`src/rtl/wp_pkg.sv`:
```
package wp_pkg;

  typedef struct packed {
    logic       lock;
    logic [2:0] spare;
    logic [1:0] bp;
  } nv_bits_t;

  localparam int NV_W = $bits(nv_bits_t);

  function automatic logic [7:0] pack_status(nv_bits_t nv, logic wel);
    return {nv.lock, nv.spare, nv.bp, wel, 1'b0};
  endfunction

endpackage

```
`src/rtl/wp_range_decode.sv`:
```
module wp_range_decode #(
  parameter int ADDR_W = 18
) (
  input  logic [1:0]        bp,
  input  logic [ADDR_W-1:0] addr,
  output logic              in_protected
);
  localparam int TOP = ADDR_W - 1;

  always_comb begin
    unique case (bp)
      2'b00: in_protected = 1'b0;
      2'b01: in_protected = addr[TOP] & addr[TOP-1];
      2'b10: in_protected = addr[TOP];
      default: in_protected = 1'b1;
    endcase
  end

  always_comb begin
    if (bp == 2'b11) AST_ALL_COVERED: assert (in_protected);
  end
endmodule

```
`src/rtl/wp_latch_ctrl.sv`:
```
module wp_latch_ctrl (
  input  logic clk,
  input  logic rst_n,
  input  logic wren_evt,
  input  logic wrdi_evt,
  input  logic wrsr_op_evt,
  input  logic write_op_evt,
  input  logic cs_rise,
  output logic wel
);
  logic wel_q, wel_d;
  logic pend_q, pend_d;
  logic wel_en, pend_en;

  always_comb begin
    pend_en = cs_rise | wrsr_op_evt | write_op_evt;
    pend_d  = pend_q;
    if (cs_rise)                         pend_d = 1'b0;
    else if (wrsr_op_evt | write_op_evt) pend_d = 1'b1;

    wel_en = wren_evt | wrdi_evt | (cs_rise & pend_q);
    wel_d  = wel_q;
    if (wrdi_evt || (cs_rise && pend_q)) wel_d = 1'b0;
    else if (wren_evt)                   wel_d = 1'b1;
  end

  always_ff @(posedge clk or negedge rst_n) begin
    if (!rst_n) begin
      wel_q  <= 1'b0;
      pend_q <= 1'b0;
    end else begin
      if (wel_en)  wel_q  <= wel_d;
      if (pend_en) pend_q <= pend_d;
    end
  end

  assign wel = wel_q;

  AST_WEL_SETS: assert property (@(posedge clk) disable iff (!rst_n)
    wren_evt && !wrdi_evt && !(cs_rise && pend_q) |=> wel);
  AST_WEL_DISABLE: assert property (@(posedge clk) disable iff (!rst_n)
    wrdi_evt |=> !wel);
  AST_RELEASE_CLEARS: assert property (@(posedge clk) disable iff (!rst_n)
    cs_rise && pend_q |=> !wel);
  AST_ABORT_KEEPS: assert property (@(posedge clk) disable iff (!rst_n)
    cs_rise && !pend_q && !wren_evt && !wrdi_evt |=> $stable(wel));
endmodule

```
`src/rtl/wp_status_store.sv`:
```
module wp_status_store
  import wp_pkg::*;
#(
  parameter logic [7:0] SR_RESET = 8'h00
) (
  input  logic       clk,
  input  logic       rst_n,
  input  logic       sr_load,
  input  logic       sr_ok,
  input  logic [7:0] sr_wdata,
  input  logic       wel,
  input  logic       frame_start,
  output nv_bits_t   nv,
  output logic [7:0] rd_byte
);
  localparam nv_bits_t NV_RST = SR_RESET[7:2];

  nv_bits_t   nv_q, nv_d;
  logic       nv_en;
  logic [7:0] rd_q, rd_d;
  logic [1:0] unused_lo;

  assign unused_lo = sr_wdata[1:0];

  always_comb begin
    nv_en = sr_load & sr_ok;
    nv_d  = sr_wdata[7:2];
    rd_d  = pack_status(nv_q, wel);
  end

  always_ff @(posedge clk or negedge rst_n) begin
    if (!rst_n) begin
      nv_q <= NV_RST;
      rd_q <= {SR_RESET[7:2], 2'b00};
    end else begin
      if (nv_en)       nv_q <= nv_d;
      if (frame_start) rd_q <= rd_d;
    end
  end

  assign nv      = nv_q;
  assign rd_byte = rd_q;

  AST_BLOCKED_LOAD: assert property (@(posedge clk) disable iff (!rst_n)
    sr_load && !sr_ok |=> $stable(nv_q));
  AST_READ_HOLDS: assert property (@(posedge clk) disable iff (!rst_n)
    !frame_start |=> $stable(rd_q));
  AST_BIT0_ZERO: assert property (@(posedge clk) disable iff (!rst_n)
    frame_start |=> !rd_q[0]);
endmodule

```
`src/rtl/wprot_status_unit.sv`:
```
module wprot_status_unit
  import wp_pkg::*;
#(
  parameter int         ADDR_W   = 18,
  parameter logic [7:0] SR_RESET = 8'h00
) (
  input  logic              clk,
  input  logic              rst_n,
  input  logic              wren_evt,
  input  logic              wrdi_evt,
  input  logic              wrsr_op_evt,
  input  logic              write_op_evt,
  input  logic              sr_load,
  input  logic [7:0]        sr_wdata,
  input  logic              cs_rise,
  input  logic              frame_start,
  input  logic              wp_pin,
  input  logic [ADDR_W-1:0] wr_addr,
  output logic [7:0]        status_byte,
  output logic              array_wr_ok,
  output logic              sr_wr_ok
);
  localparam int SYNC_N = 2;

  logic [SYNC_N-1:0] rst_sync_q;
  logic              rst_ns;

  always_ff @(posedge clk or negedge rst_n) begin
    if (!rst_n) rst_sync_q <= '0;
    else        rst_sync_q <= {rst_sync_q[SYNC_N-2:0], 1'b1};
  end
  assign rst_ns = rst_sync_q[SYNC_N-1];

  logic     wel;
  nv_bits_t nv;
  logic     addr_prot;
  logic     sr_locked;

  wp_latch_ctrl u_latch (
    .clk          (clk),
    .rst_n        (rst_ns),
    .wren_evt     (wren_evt),
    .wrdi_evt     (wrdi_evt),
    .wrsr_op_evt  (wrsr_op_evt),
    .write_op_evt (write_op_evt),
    .cs_rise      (cs_rise),
    .wel          (wel)
  );

  wp_range_decode #(.ADDR_W(ADDR_W)) u_range (
    .bp           (nv.bp),
    .addr         (wr_addr),
    .in_protected (addr_prot)
  );

  always_comb begin
    sr_locked   = nv.lock & ~wp_pin;
    sr_wr_ok    = wel & ~sr_locked;
    array_wr_ok = wel & ~addr_prot;
  end

  wp_status_store #(.SR_RESET(SR_RESET)) u_store (
    .clk         (clk),
    .rst_n       (rst_ns),
    .sr_load     (sr_load),
    .sr_ok       (sr_wr_ok),
    .sr_wdata    (sr_wdata),
    .wel         (wel),
    .frame_start (frame_start),
    .nv          (nv),
    .rd_byte     (status_byte)
  );

  AST_NO_LATCH_NO_WRITE: assert property (@(posedge clk) disable iff (!rst_ns)
    !wel |-> !array_wr_ok && !sr_wr_ok);
  AST_FULL_PROTECT: assert property (@(posedge clk) disable iff (!rst_ns)
    nv.bp == 2'b11 |-> !array_wr_ok);
endmodule

```
`config.mk`:
```
export PLATFORM = sky130hd
export DESIGN_NAME = wprot_status_unit
export DESIGN_NICKNAME = d
export VERILOG_FILES = /design/src/rtl/wp_pkg.sv /design/src/rtl/wp_range_decode.sv /design/src/rtl/wp_latch_ctrl.sv /design/src/rtl/wp_status_store.sv /design/src/rtl/wprot_status_unit.sv
export SDC_FILE = /design/constraint.sdc
export NUM_CORES = 1
export LEC_CHECK = 0
export BUFFER_PORTS_ARGS = -buffer_cell sky130_fd_sc_hd__clkbuf_2
export CAP_MARGIN = 40
export CELL_PAD_IN_SITES_DETAIL_PLACEMENT = 2
export CELL_PAD_IN_SITES_GLOBAL_PLACEMENT = 2
export CORE_MARGIN = 2
export CORE_UTILIZATION = 25
export DETAILED_ROUTE_END_ITERATION = 10
export GPL_TIMING_DRIVEN = 0
export PLACE_DENSITY = 0.86
export SYNTH_ARGS = -nofsm -noshare
export SYNTH_HDL_FRONTEND = slang
export SYNTH_SLANG_ARGS = --single-unit
```
`constraint.sdc`:
```
create_clock -name clk -period 1.81 [get_ports clk]
set_input_delay 0 -clock clk [delete_from_list [all_inputs] [get_ports clk]]
set_output_delay 0 -clock clk [all_outputs]
set_load 0.1 [all_outputs]
```
After elaboration in Yosys (flattened, before gate mapping)
Index checks and enable logic that the tools add are counted.
{"block": "totals", "out_inout_bits": 10, "regBits": 17}
{"block": "classes", "n_mux": 5, "bitwise": 14, "eq_ne": 2, "reduce_logical": 7}
{"operator": "1-bit AND", "n": 6}
{"operator": "1-bit OR", "n": 5}
{"operator": "1-bit two-way mux", "n": 4}
{"operator": "2-bit AND reduction", "n": 2}
{"operator": "2-bit nonzero test", "n": 2}
{"operator": "1-bit inverter", "n": 3}
{"operator": "1-bit one-hot mux with 3 select lines", "n": 1}
{"operator": "2-bit by 1-bit == test with 1-bit output (second input constant)", "n": 1}
{"operator": "2-bit == test (second input constant)", "n": 1}
{"operator": "2-bit zero test", "n": 1}
{"operator": "1-bit logical AND", "n": 1}
{"operator": "1-bit logical OR", "n": 1}

Longest topological paths before layout
{"block": "logic_depth", "word_depth": 5, "ltp_mapped": 3}

Cells and area by module
A second synthesis with hierarchy kept.
{"block": "hier_totals", "hier_cells": 45, "hier_area_um2": 688.2}
{"module": "wp_status_store", "instances": 1, "seq_area_each_um2": 325.3, "area_each_um2": 528.0, "cells_each": 30}
{"module": "wp_latch_ctrl", "instances": 1, "seq_area_each_um2": 50.0, "area_each_um2": 75.1, "cells_each": 6}
{"module": "wprot_status_unit", "instances": 1, "seq_area_each_um2": 50.0, "area_each_um2": 71.3, "cells_each": 6}
{"module": "wp_range_decode", "instances": 1, "seq_area_each_um2": 0.0, "area_each_um2": 13.8, "cells_each": 3}

Least setup slack after synthesis
OpenSTA, ideal clock, no wires.
{"block": "synth_path", "path_kind": "register -> output", "start": "register u_latch.wel_q, in the netlist u_latch.wel", "end": "output port sr_wr_ok", "slack_ns": -0.818, "arrival_time_ns": 2.628, "stages_incl_launch_ff": 2, "t_required_ns": 1.810, "path_cell_list": "dfrtp_1 > a21boi_0"}
{"block": "synth_between", "elab_chain_len": 1}
{"element": "start, declared", "line": "wp_latch_ctrl.sv:11", "text": "logic wel_q, wel_d;"}
{"element": "start signal, assigned", "line": "wp_latch_ctrl.sv:32", "text": "if (wel_en) wel_q <= wel_d;"}
{"element": "1-bit AND", "line": "wprot_status_unit.sv:58", "text": "sr_wr_ok = wel & ~sr_locked;"}
{"element": "end, declared", "line": "wprot_status_unit.sv:21", "text": "output logic sr_wr_ok"}
No other way between the ends.

Worst setup path after layout
{"block": "layout_path", "start": "register u_store.nv_q (netlist bit u_store.nv[1])", "end": "output port array_wr_ok"}
{"block": "layout_between", "elab_chain_len": 4, "elab_cells_between_ends": 6}
{"element": "start, declared", "line": "wp_status_store.sv:18", "text": "nv_bits_t nv_q, nv_d;"}
{"element": "start signal, assigned", "line": "wp_status_store.sv:36", "text": "if (nv_en) nv_q <= nv_d;"}
{"element": "2-bit == test (tied with other cells)", "line": "wp_range_decode.sv:11", "text": "unique case (bp)"}
{"element": "1-bit one-hot mux with 3 select lines *", "line": "wp_range_decode.sv:11"}
{"element": "1-bit inverter *", "line": "wprot_status_unit.sv:59", "text": "array_wr_ok = wel & ~addr_prot;"}
{"element": "1-bit AND *", "line": "wprot_status_unit.sv:59"}
{"element": "end, declared", "line": "wprot_status_unit.sv:20", "text": "output logic array_wr_ok,"}
Every way passes the cells marked *; elsewhere a longest branch is shown, timed or not.

==> metrics.md <==
| Metric | Value |
|---|---|
| Clock Path Buffers | `2` |
| Storage cell area | `425 um2` |
| Synthesized cell area | `669 um2` |
| Average routed wire per standard cell | `around 14 um` |
| Fin Setup TNS | `0 ns` |
| Number of port buffers | `25` |
| Crit path largest cell delay | `approximately 0.46 ns` |
| Crit path arrival time | `about 1.5 ns` |
| Min cycle time layout | `around 1.5 ns` |
| Chip width | `roughly 56 um` |
| Fin worst setup slack | `between 0.3 and 0.4 ns` |
| Number of cells on the critical path | `3` |
| Drt pass-1 iters | `2` |
| Worst Max-Slew Pin Slew | `0.639 ns` |
| Largest net degree at the start of global routing | `16` |
| H-tree depth | `1` |
| Leakage power | `around 0.47 nW` |
| M1 wire length | `between 600 and 700 um` |
| Async S/R FF share, synth | `100%` |
| Worst-Skew Late Latency | `around 0.28 ns` |
| Cell family with most CP delay | `buffers and inverters` |
| All-Layer GR Usage | `between 10% and 20%` |
| Via Count | `between 500 and 600` |
| Yosys warns | `0` |
| First DRT Iteration DRCs | `2` |
| Depth of the worst register-to-register path | `3` |
| RSZ-0062 raised after global routing | `no` |
| Worst Path Required | `between 1.5 and 2 ns` |
| Maximum vdd ir drop | `823 uV` |
| Crit-path max FO | `4` |
| Die footprint | `3110 um2` |
| Final Max Slew Viols | `0` |
| Fillers | `270` |
| Fmax | `about 680 MHz` |
| Number of flops mapped to enable cells by yosys | `0` |
| Crit path buffers/inverters | `1` |
| Initial Util | `26.8%` |
| Area added between synthesis and finish | `45.2%` |
| CTS Buf Count | `3` |
| Crit path from | `u_store.nv[1]` |
| R2r setup slk | `about 0.40 ns` |
| # nets final | `approximately 120` |
| Vias in the first global route | `594` |
| Hold Path Class | `in2reg` |
| Post-CTS setup buffer count | `0` |
| Reg2reg end | `u_latch.wel` |
| Post-CTS sizing | `0` |
| Fin area | `roughly 1000 um2` |
| Clk_skew | `approximately 0.0060 ns` |
| Cell Pwr Density | `~1400 nW/um2` |
| Syn nets | `83` |
| Initial antenna violation count | `0` |
| CTS root buf | `clkbuf_4` |
| Area after DPL | `836 um2` |
| Synthesized instance count | `47` |
| Top Layer Used | `met3` |
| CTS clk-pin slew, worst paths | `0.10 ns` |
| Design Power | `1.33 mW` |
| Routability cong. | `roughly 0.62` |
| Max cap viols | `0` |
| Post-synth top cells | `dfrtp_1 (17), mux2_2 (12), conb_1 (2), nand2_1 (2), nor2_1 (2)` |
| Worst R2R Start | `u_latch.wel` |
| Share of layout cells above drive strength 1 | `51.7%` |
| Slew margin rel. | `between 50% and 60%` |
| Synth top area share | `between 60% and 70%` |
| Area leader, netlist | `dfrtp_1` |
| Fin crit share | `81.7%` |
| Startpoint type of the worst setup path | `flip-flop` |
| Row cnt | `18` |
| DR WL met2 | `a little over 900 um` |
| Top cells by area, synth | `dfrtp_1 (64%), mux2_2 (20%), a21oi_4 (2.4%), a32o_1 (1.5%), a211oi_1 (1.1%)` |
| Post-synthesis sequential area ratio | `a little under two thirds` |
| CP endpoint kind | `primary output` |
| CTS tree | `built` |
| Vias per inst | `around 4.5` |
| Global-route wire length before repair | `2820 um` |
| Top-Level Pins | `46` |
| DRC | `0` |
| Setup CP Type | `reg2out` |
| CP Capture Point | `array_wr_ok` |
| Dpl ws | `approximately 0.51 ns` |
| Routed Antenna Nets | `0` |
| CTS sink count | `17` |
| Multi-input logic area | `about 230 um2` |
| #FFs+latches synth | `17` |
| Netlist cell types | `17` |
| Die span in y | `between 50 and 60 um` |
| Met3 WL | `around 73 um` |
| Inserted Diodes | `0` |
| Total wire length | `about 1600 um` |
| Worst path slowest cell | `clkbuf_2` |
| Crit-path cells | `a21o_1 -> a21oi_2 -> clkbuf_2` |
| Gr ovfl total | `0` |
| Final Hold Viols | `0` |
| Most common cell in the netlist | `dfrtp_1` |
| Status | `finished, final reports clean` |
| Main synth FF type | `dfrtp_1` |
| Hold_buf cts | `11` |
| Core Area | `between 2000 and 2500 um2` |
| # setup viols final | `0` |
| Syn avg cell area | `roughly 14 um2` |
flip-flops by register name, summed over array words and instances, names as in the netlist:
name / flops
u_latch.wel: 1
u_store.nv: 6
u_latch.pend_q: 1
u_store.rd_byte: 7
rst_sync_q: 2
worst register-to-register path: stages (launching register included):
cell,delay (ns)
dfrtp_1,0.48
nor2_1,0.10
a211oi_1,0.18
dlygate4sd3_1,0.59
logic make-up (layout without fill, tap and decap cells):
group	Yosys count	count (layout)	share of synthesized area, %
buffers and inverters	3	43	2.43
other	2	2	1.12
and+or+nand+nor	7	7	4.67
AOI/OAI and AO/OA	6	6	8.04
muxes	12	12	20.2
DFF	17	17	63.6
power breakdown:
part           total [mW]  switching [mW]  internal, mW
registers           0.535          0.0665         0.468
clock network       0.198           0.113        0.0853
logic               0.599           0.461         0.138
area by class of cell:
class	count	area share (%)
Sequential cell	17	43.8
Timing Repair Buffer	36	24.2
Multi-Input combinational cell	27	23.8
Tap cell	30	3.86
Clock buffer	4	2.70
Buffer	2	1.29
Inverter	1	0.386
through the flow:
stage          utilization [%]  cells  hold WS, ns
3_3_place_gp              33.4    102       -0.214
5_1_grt                   38.9    117       0.0126
3_5_place_dp              33.4    102       -0.207
2_1_floorplan                -     47       -0.296
6_report                  38.9    117       0.0180
4_1_cts                   38.9    117      0.00918
worst min path at each step:
stage	startpoint	to	slack [ns]	cells after the start
2_1_floorplan	rst_n	rst_sync_q[0]	-0.30	0
3_3_place_gp	rst_n	rst_sync_q[0]	-0.21	1
3_5_place_dp	rst_n	rst_sync_q[0]	-0.21	1
4_1_cts	sr_load	u_store.nv[5]	0.009	2
5_1_grt	sr_load	u_store.nv[5]	0.01	2
6_report	sr_load	u_store.nv[5]	0.02	2
layer usage:
layer / vias to the layer above / track usage, %
li1: 240 / -
met5: - / 0
met3: 0 / 1.63
met4: 0 / 2.09
met2: 13 / 22.4
met1: 269 / 13.2
placed cells by master (no fill, tap or decap):
| cell | netlist | routed |
|---|---|---|
| inv_1 | 1 | 1 |
| nor2_1 | 2 | 2 |
| a21o_1 | 1 | 1 |
| a32o_1 | 1 | 1 |
| dfrtp_1 | 17 | 17 |
| buf_4 | 1 | 1 |
| dlygate4sd3_1 | 0 | 11 |
| nand3_1 | 1 | 1 |
| nand2_2 | 1 | 1 |
| buf_2 | 1 | 1 |
| a21boi_1 | 0 | 1 |
| clkbuf_4 | 0 | 3 |
| a21oi_4 | 1 | 1 |
| nor3_1 | 1 | 1 |
| nand2_1 | 2 | 2 |
| clkbuf_2 | 0 | 25 |
| conb_1 | 2 | 2 |
| clkbuf_1 | 0 | 1 |
| a21oi_2 | 0 | 1 |
| a211oi_1 | 1 | 1 |
| mux2_2 | 12 | 12 |
No activity file was read; power rests on OpenSTA's default activity.
